===== src/rtl/tsm_pkg.sv =====
package tsm_pkg;
  localparam int SLOT_BITS = 8;
  localparam int BIT_W     = $clog2(SLOT_BITS);
  localparam int CNT_W     = $clog2(SLOT_BITS + 1);
  localparam int CH_W      = 5;

  // Both directions inhibited: the state of an unconfigured slot.
  localparam logic [31:0] IDLE_WORD = 32'h2000_2000;

  typedef struct packed {
    logic                 inh;
    logic [CH_W-1:0]      chan;
    logic [SLOT_BITS-1:0] mask;
  } dir_cfg_t;

  function automatic dir_cfg_t tx_part(input logic [31:0] w);
    return '{inh: w[29], chan: w[28:24], mask: w[23:16]};
  endfunction

  function automatic dir_cfg_t rx_part(input logic [31:0] w);
    return '{inh: w[13], chan: w[12:8], mask: w[7:0]};
  endfunction
endpackage


===== src/rtl/tsm_assign_table.sv =====
module tsm_assign_table
  import tsm_pkg::*;
#(
  parameter int NSLOT    = 32,
  parameter int ADDR_W   = 10,
  parameter int BASE_OFF = 12,
  localparam int SL_W    = $clog2(NSLOT)
) (
  input  logic              clk,
  input  logic              rst_n,
  input  logic              we,
  input  logic [ADDR_W-1:0] addr,
  input  logic [31:0]       wdata,
  input  logic [SL_W-1:0]   rd_slot,
  output logic [31:0]       rd_word
);
  logic [ADDR_W-1:0] rel;
  logic              hit;
  logic [31:0]       tbl [NSLOT];

  always_comb begin
    rel = addr - ADDR_W'(BASE_OFF);
    hit = we && (addr >= ADDR_W'(BASE_OFF)) && (rel[1:0] == 2'b00) &&
          ({2'b00, rel[ADDR_W-1:2]} < ADDR_W'(NSLOT));
  end

  for (genvar g = 0; g < NSLOT; g++) begin : g_slot
    always_ff @(posedge clk) begin
      if (!rst_n)
        tbl[g] <= IDLE_WORD;
      else if (hit && rel[SL_W+1:2] == SL_W'(g))
        tbl[g] <= wdata;
    end
  end

  assign rd_word = tbl[rd_slot];
endmodule


===== src/rtl/tsm_slot_counter.sv =====
module tsm_slot_counter
  import tsm_pkg::*;
#(
  parameter int NSLOT = 32,
  localparam int SL_W = $clog2(NSLOT)
) (
  input  logic             clk,
  input  logic             rst_n,
  input  logic             bit_en,
  input  logic             fsync,
  output logic [SL_W-1:0]  cur_slot,
  output logic [BIT_W-1:0] cur_bit,
  output logic             first_bit,
  output logic             last_bit
);
  logic [SL_W-1:0]  slot_q;
  logic [BIT_W-1:0] bit_q;
  logic             restart;

  always_comb begin
    restart   = bit_en && fsync;
    cur_slot  = restart ? '0 : slot_q;
    cur_bit   = restart ? '0 : bit_q;
    first_bit = (cur_bit == '0);
    last_bit  = (cur_bit == BIT_W'(SLOT_BITS - 1));
  end

  always_ff @(posedge clk) begin
    if (!rst_n) begin
      slot_q <= '0;
      bit_q  <= '0;
    end else if (bit_en) begin
      if (last_bit) begin
        bit_q  <= '0;
        slot_q <= (cur_slot == SL_W'(NSLOT - 1)) ? '0 : cur_slot + 1'b1;
      end else begin
        bit_q  <= cur_bit + 1'b1;
        slot_q <= cur_slot;
      end
    end
  end
endmodule


===== src/rtl/tsm_tx_unpack.sv =====
module tsm_tx_unpack
  import tsm_pkg::*;
(
  input  logic                 clk,
  input  logic                 rst_n,
  input  logic                 bit_en,
  input  logic                 first_bit,
  input  logic [BIT_W-1:0]     cur_bit,
  input  dir_cfg_t             cfg,
  input  logic [SLOT_BITS-1:0] tx_byte,
  output logic                 tx_bit,
  output logic                 tx_req
);
  logic [SLOT_BITS-1:0] sh_q, base;
  logic [BIT_W-1:0]     pos;
  logic                 carry;

  always_comb begin
    base   = first_bit ? tx_byte : sh_q;
    pos    = BIT_W'(SLOT_BITS - 1) - cur_bit;
    carry  = !cfg.inh && cfg.mask[pos];
    tx_bit = carry ? base[SLOT_BITS-1] : 1'b1;
    tx_req = bit_en && first_bit && !cfg.inh;
  end

  always_ff @(posedge clk) begin
    if (!rst_n)
      sh_q <= '0;
    else if (bit_en)
      sh_q <= carry ? {base[SLOT_BITS-2:0], 1'b0} : base;
  end
endmodule


===== src/rtl/tsm_rx_pack.sv =====
module tsm_rx_pack
  import tsm_pkg::*;
(
  input  logic                 clk,
  input  logic                 rst_n,
  input  logic                 bit_en,
  input  logic                 first_bit,
  input  logic                 last_bit,
  input  logic [BIT_W-1:0]     cur_bit,
  input  dir_cfg_t             cfg,
  input  logic                 rx_bit,
  output logic                 rx_valid,
  output logic [CH_W-1:0]      rx_chan,
  output logic [SLOT_BITS-1:0] rx_data,
  output logic [CNT_W-1:0]     rx_cnt
);
  logic [SLOT_BITS-1:0] sh_q, base_sh, sh_nxt;
  logic [CNT_W-1:0]     n_q, base_n, n_nxt;
  logic [BIT_W-1:0]     pos;
  logic                 keep;

  always_comb begin
    base_sh = first_bit ? '0 : sh_q;
    base_n  = first_bit ? '0 : n_q;
    pos     = BIT_W'(SLOT_BITS - 1) - cur_bit;
    keep    = cfg.mask[pos];
    sh_nxt  = base_sh;
    if (keep)
      sh_nxt = base_sh | (SLOT_BITS'(rx_bit) << (BIT_W'(SLOT_BITS - 1) - base_n[BIT_W-1:0]));
    n_nxt   = base_n + CNT_W'(keep);
  end

  always_ff @(posedge clk) begin
    if (!rst_n) begin
      sh_q     <= '0;
      n_q      <= '0;
      rx_valid <= 1'b0;
      rx_chan  <= '0;
      rx_data  <= '0;
      rx_cnt   <= '0;
    end else begin
      rx_valid <= 1'b0;
      if (bit_en) begin
        sh_q <= sh_nxt;
        n_q  <= n_nxt;
        if (last_bit && !cfg.inh) begin
          rx_valid <= 1'b1;
          rx_chan  <= cfg.chan;
          rx_data  <= sh_nxt;
          rx_cnt   <= n_nxt;
        end
      end
    end
  end
endmodule


===== src/rtl/tsm_mapper.sv =====
module tsm_mapper
  import tsm_pkg::*;
#(
  parameter int NSLOT    = 32,
  parameter int ADDR_W   = 10,
  parameter int BASE_OFF = 12,
  localparam int SL_W    = $clog2(NSLOT)
) (
  input  logic                 clk,
  input  logic                 rst_n,
  input  logic                 cfg_we,
  input  logic [ADDR_W-1:0]    cfg_addr,
  input  logic [31:0]          cfg_word,
  input  logic                 bit_en,
  input  logic                 fsync,
  input  logic                 rx_bit,
  input  logic [SLOT_BITS-1:0] tx_byte,
  output logic                 tx_bit,
  output logic                 tx_req,
  output logic [CH_W-1:0]      tx_chan,
  output logic                 rx_valid,
  output logic [CH_W-1:0]      rx_chan,
  output logic [SLOT_BITS-1:0] rx_data,
  output logic [CNT_W-1:0]     rx_cnt,
  output logic [SL_W-1:0]      slot_num
);
  logic [SL_W-1:0]  cur_slot;
  logic [BIT_W-1:0] cur_bit;
  logic             first_bit, last_bit;
  logic [31:0]      word;
  dir_cfg_t         tx_cfg, rx_cfg;

  tsm_slot_counter #(.NSLOT(NSLOT)) u_cnt (
    .clk, .rst_n, .bit_en, .fsync,
    .cur_slot, .cur_bit, .first_bit, .last_bit
  );

  tsm_assign_table #(.NSLOT(NSLOT), .ADDR_W(ADDR_W), .BASE_OFF(BASE_OFF)) u_tbl (
    .clk, .rst_n, .we(cfg_we), .addr(cfg_addr), .wdata(cfg_word),
    .rd_slot(cur_slot), .rd_word(word)
  );

  assign tx_cfg   = tx_part(word);
  assign rx_cfg   = rx_part(word);
  assign tx_chan  = tx_cfg.chan;
  assign slot_num = cur_slot;

  tsm_tx_unpack u_tx (
    .clk, .rst_n, .bit_en, .first_bit, .cur_bit,
    .cfg(tx_cfg), .tx_byte, .tx_bit, .tx_req
  );

  tsm_rx_pack u_rx (
    .clk, .rst_n, .bit_en, .first_bit, .last_bit, .cur_bit,
    .cfg(rx_cfg), .rx_bit, .rx_valid, .rx_chan, .rx_data, .rx_cnt
  );
endmodule


===== config.mk =====
export PLATFORM = sky130hd
export DESIGN_NAME = tsm_mapper
export DESIGN_NICKNAME = d
export VERILOG_FILES = /design/src/rtl/tsm_pkg.sv /design/src/rtl/tsm_assign_table.sv /design/src/rtl/tsm_slot_counter.sv /design/src/rtl/tsm_tx_unpack.sv /design/src/rtl/tsm_rx_pack.sv /design/src/rtl/tsm_mapper.sv
export SDC_FILE = /design/constraint.sdc
export NUM_CORES = 2
export LEC_CHECK = 0
export BUFFER_PORTS_ARGS = -buffer_cell sky130_fd_sc_hd__buf_4
export CORE_UTILIZATION = 50
export DETAILED_ROUTE_END_ITERATION = 8
export GPL_ROUTABILITY_DRIVEN = 1
export PLACE_DENSITY = 0.78
export RECOVER_POWER = 50
export SYNTH_ARGS = -nofsm -noshare
export SYNTH_HDL_FRONTEND = slang
export SYNTH_HIERARCHICAL = 1
export SYNTH_SLANG_ARGS = --single-unit

===== constraint.sdc =====
create_clock -name clk -period 5.8 [get_ports clk]
set_clock_uncertainty 0.05 [all_clocks]
set_input_delay 0.58 -clock clk [delete_from_list [all_inputs] [get_ports clk]]
set_output_delay 0.58 -clock clk [all_outputs]
set_load 0.01 [all_outputs]

# Word-level counts from Yosys, hierarchy flattened
# Memories as Yosys holds them, arrays and structs flattened.
# Cells that the tools add are included.
# W data, S select, Z words.
word_totals:
  register_bits: 46
  ram_bits: 1024
  inputBits: 56
  output_inout_bits: 30
  word_cells: 278
  mem_count: 1
classes:
  add_sub_neg: 6
  order_cmp: 3
  n_eq_ne: 33
  shifts: 1
  mux: 145
  bitwise: 33
  n_reduce_logical: 47
mem_list:
  columns: ["name", "depth", "width", "read_ports", "rd_clocked_by_memory_dff", "wr", "line", "source"]
  rows:
  - ["u_tbl.tbl", 32, 32, 1, 0, 32, "tsm_assign_table.sv:19", "logic [31:0] tbl [NSLOT];"]
op_table:
  columns: ["operator", "count"]
  rows:
  - ["$mux W32", 32]
  - ["$mux W1", 101]
  - ["$eq A5 B5 Y1 const B", 17]
  - ["$eq A5 B4 Y1 const B", 8]
  - ["$logic_and A1 B1 Y1", 40]
  - ["$mux W8", 4]
  - ["$or A1 B1 Y1", 32]
  - ["$eq A5 B3 Y1 const B", 4]
  - ["$mux W5", 3]
  - ["$eq A5 B2 Y1 const B", 2]
  - ["$ge A10 B4 Y1 const B", 1]
  - ["$sub A10 B4 Y10 const B", 1]
  - ["$lt A8 B6 Y1 const B", 1]
  - ["$or A8 B8 Y8", 1]
  - ["$shl A1 B3 Y8", 1]
  - ["$bmux W1 S3", 2]
  - ["$mux W3", 2]
  - ["$sub A3 B3 Y3 const A", 2]
  - ["$add A5 B1 Y5 const B", 1]
  - ["$eq A5 B1 Y1 const B", 1]
  - ["$logic_not A5 Y1", 1]
  - ["$add A4 B1 Y4", 1]
  - ["$lt A3 B4 Y1 const B", 1]
  - ["$mux W4", 1]
  - ["other kinds (6)", 8]

# Depth between registers and ports, before layout
logic_depth:
  depth_word: 9
  depth_mapped: 19
  depth_no_buf: 16

# By module
# The synthesis kept the hierarchy.
modules_own_cells:
  columns: ["mod", "n_inst", "cells_each", "area_per_inst_um2", "seq_area_each_um2"]
  rows:
  - ["tsm_assign_table", 1, 3510, 47259.1, 30749.5]
  - ["tsm_rx_pack", 1, 162, 1448.9, 600.6]
  - ["tsm_tx_unpack", 1, 66, 585.6, 160.2]
  - ["tsm_slot_counter", 1, 58, 530.5, 160.2]

# Worst setup path before layout
# No wires, ideal clock.
synth_timing:
  kind: "input to register"
  startpoint: "input cfg_addr[2]"
  endpoint: "memory u_tbl.tbl[20][0], enable pin"
  arrival_time_ns: 3.776
  path_slack_ns: 1.509
  cell_stages: 5
  path_cell_list: "a211oi_2 > mux2i_1 > nand2_1 > clkbuf_1 > o21ai_0"
synth_rtl:
  columns: ["item", "line", "source"]
  rows:
  - ["start, declared", "tsm_mapper.sv:12", "input logic [ADDR_W-1:0] cfg_addr,"]
  - ["end, declared", "tsm_assign_table.sv:19", null]

==> results list <==
* Total nets after synthesis: 3462
- The min-delay analysis places its worst path in the category input port to flop.
- Number of H-tree branching levels: 3
- Footprint of the multi-input gates: 14900 um2
- In this run the remaining antenna-violating nets after routing total 0.
- Post-detailed-placement cell area: 45900 um2
- Required arrival time at the worst endpoint: 5.94 ns
* Total of warnings raised by yosys: 6
- After floorplanning, the core was divided into 108 placement rows.
* Sum of negative setup slack: 0 ns
- For this design the top-level I/O count stands at 86.
- Setup repair after global routing missed its margin: no
* Fmax: roughly 200 MHz
- Dividing the detail-routed wire length by the instance count gives 23.8 um.
- STA classifies the critical path endpoint as a flop.
- Clock tree synthesis selected as its root buffer the cell clkbuf_16.
- In the finished design, the share of the clock period the worst path needs comes to 86.1%.
- Cts-stage hold buffer count: 0
- Number of hold violations in the final report: 0
- CORE AREA: a little under 90000 um2
- STA classifies the critical path startpoint as an input port.
- Detail-routed via count per cell: 5.87
* Share of final-layout standard cells stronger than drive strength 1: 9.53%
- The finished cells cover 48500 um2.
* Largest vdd supply drop: 0.000280 V
* Synth-to-Final Area Change: 9.96%
- Buffers inserted during clock tree synthesis total 95.
- Synthesis produced a netlist whose cell count is 3400.
* Via count: roughly 27000
- Clock-pin slew was measured on the worst setup and hold paths at 0.06 ns.
* Fin. max-slew vios: ~350
* Post-synthesis cell area: 44100 um2
- Worst setup margin: 0.807 ns
- In this run the static leakage power is between 15 and 20 nW.
- Power density over the cells: 294 nW/um2
- Largest net degree at the start of global routing: 93
* FF/Latch Area: ~28000 um2
- Average instance area after synthesis: around 13 um2
* Initial antenna violation count: 3
- The worst pin sits at a relative slew slack of -53.7%.
* Port Buffer Count: slightly above 80
* Number of remaining DRC errors: 0
* Total of max-cap violations: 12
* Wire length of the first global-routing pass: 163000 um
- Layout Nets: 3423
- The die covers a little under 90000 um2.
- Clock latency reported for the late side of the worst-skew pair: 0.67 ns
* Minimum clock period: 4.99 ns
- Count of filler cells inserted in the layout: 6901
- Worst slew pin tran: 2.31 ns
* Placed wire-length estimate after detailed placement: 62900 um
- Place WS: 1.03 ns
- Y dimension of the die: approximately 300 um
- Maximum fanout encountered on the critical timing path: 48
- Count of endpoints failing setup in the final report: 0
- Leading cell type in the layout, fill and taps excluded: edfxtp_1
* Clock Sinks: 942
- The initial utilization of the core area, before any placement, comes to 50.7%.
- In this run the post-CTS setup repair buffer count came out at 0.
* Via count of the first global-routing pass: about 27000
* Initial detailed-routing violation count: around 2700
- Result of the run: finished, violations left
- Total track usage: 24.2%
- Arrival time worst endpoint: about 5.1 ns
* Diode count: 0
- The number of gates resized after CTS was 0.
* Worst hold slack across all endpoints: 0.181 ns
- Chip Width: 299 um
- The top cell types in the final layout, fill and taps aside, are edfxtp_1, and2_1, mux2i_1.
* Violations in the final reports: capacitance limit, slew limit
- Global placement routability congestion: 0.833
* Crit Path Class: input port to flop
* Pre-antenna DRT Iters: 7
- TritonCTS built the clock tree.
* Max Root-Sink Buffers: 3
* Wire length reported by the detailed router: 109000 um
* Grt ovf: 0
==> stage by stage <==
stage	instances	util, %	power [mW]
after floorplan	3400	-	8.33
after global placement	4419	52.7	8.56
after detailed placement	4419	52.7	8.60
after CTS	4588	56.1	14.3
after global routing	4588	55.8	14.6
final	4588	55.8	14.2
==> critical path: stages <==
cell      delay, ns
clkbuf_1       1.46
clkbuf_1       1.74
o21ai_0        0.55
clkbuf_2       0.70
==> routing by layer <==
layer / track usage [%] / vias to the layer above / wire, um
li1: - / 12119 / -
met1: 33.0 / 13331 / 44400
met2: 37.7 / 1257 / 49900
met3: 4.94 / 228 / 10100
met4: 10.2 / 8 / 4490
met5: 1.69 / - / 239
==> report_power, final <==
group          leakage [nW]  internal [mW]  switching (mW)
clock network          1.41           3.25            2.53
registers              8.91           7.76          0.0937
logic                  5.55          0.172           0.440
==> final cells by class <==
cell class | instances | share of cell area [%]
clock buffers | 123 | 5.22
clock inverters | 46 | 0.766
inverters | 6 | 0.0464
multi-input cells | 2116 | 30.6
flip-flops and latches | 942 | 57.4
well taps | 1155 | 2.98
repair buffers | 200 | 3.02
==> state kept, by name, summed over array words and instances, names as in the netlist, 3 cells and up <==
name,cells
u_rx/sh_q,8
u_rx/rx_cnt,4
u_cnt/bit_q,3
u_tx/sh_q,8
u_rx/rx_chan,5
u_cnt/slot_q,5
u_rx/n_q,4
u_tbl/tbl,896
u_rx/rx_data,8
==> path summary, 6_finish.rpt <==
check / cells past startpoint / slack, ns / to / start
hold / removal: 3 / 0.18 / u_rx/sh_q[7]$_SDFFE_PN0P_ / rx_bit
setup / recovery: 4 / 0.81 / u_tbl/tbl[1][10]$_SDFFCE_PN0P_ / rst_n
hold reg to reg: 2 / 0.40 / u_rx/sh_q[1]$_SDFFE_PN0P_ / u_rx/sh_q[1]$_SDFFE_PN0P_
setup reg to reg: 12 / 1.53 / u_rx/rx_data[7]$_SDFFE_PN0P_ / u_cnt/slot_q[1]$_SDFFE_PN0P_
No activity file was read; power rests on OpenSTA's default activity.
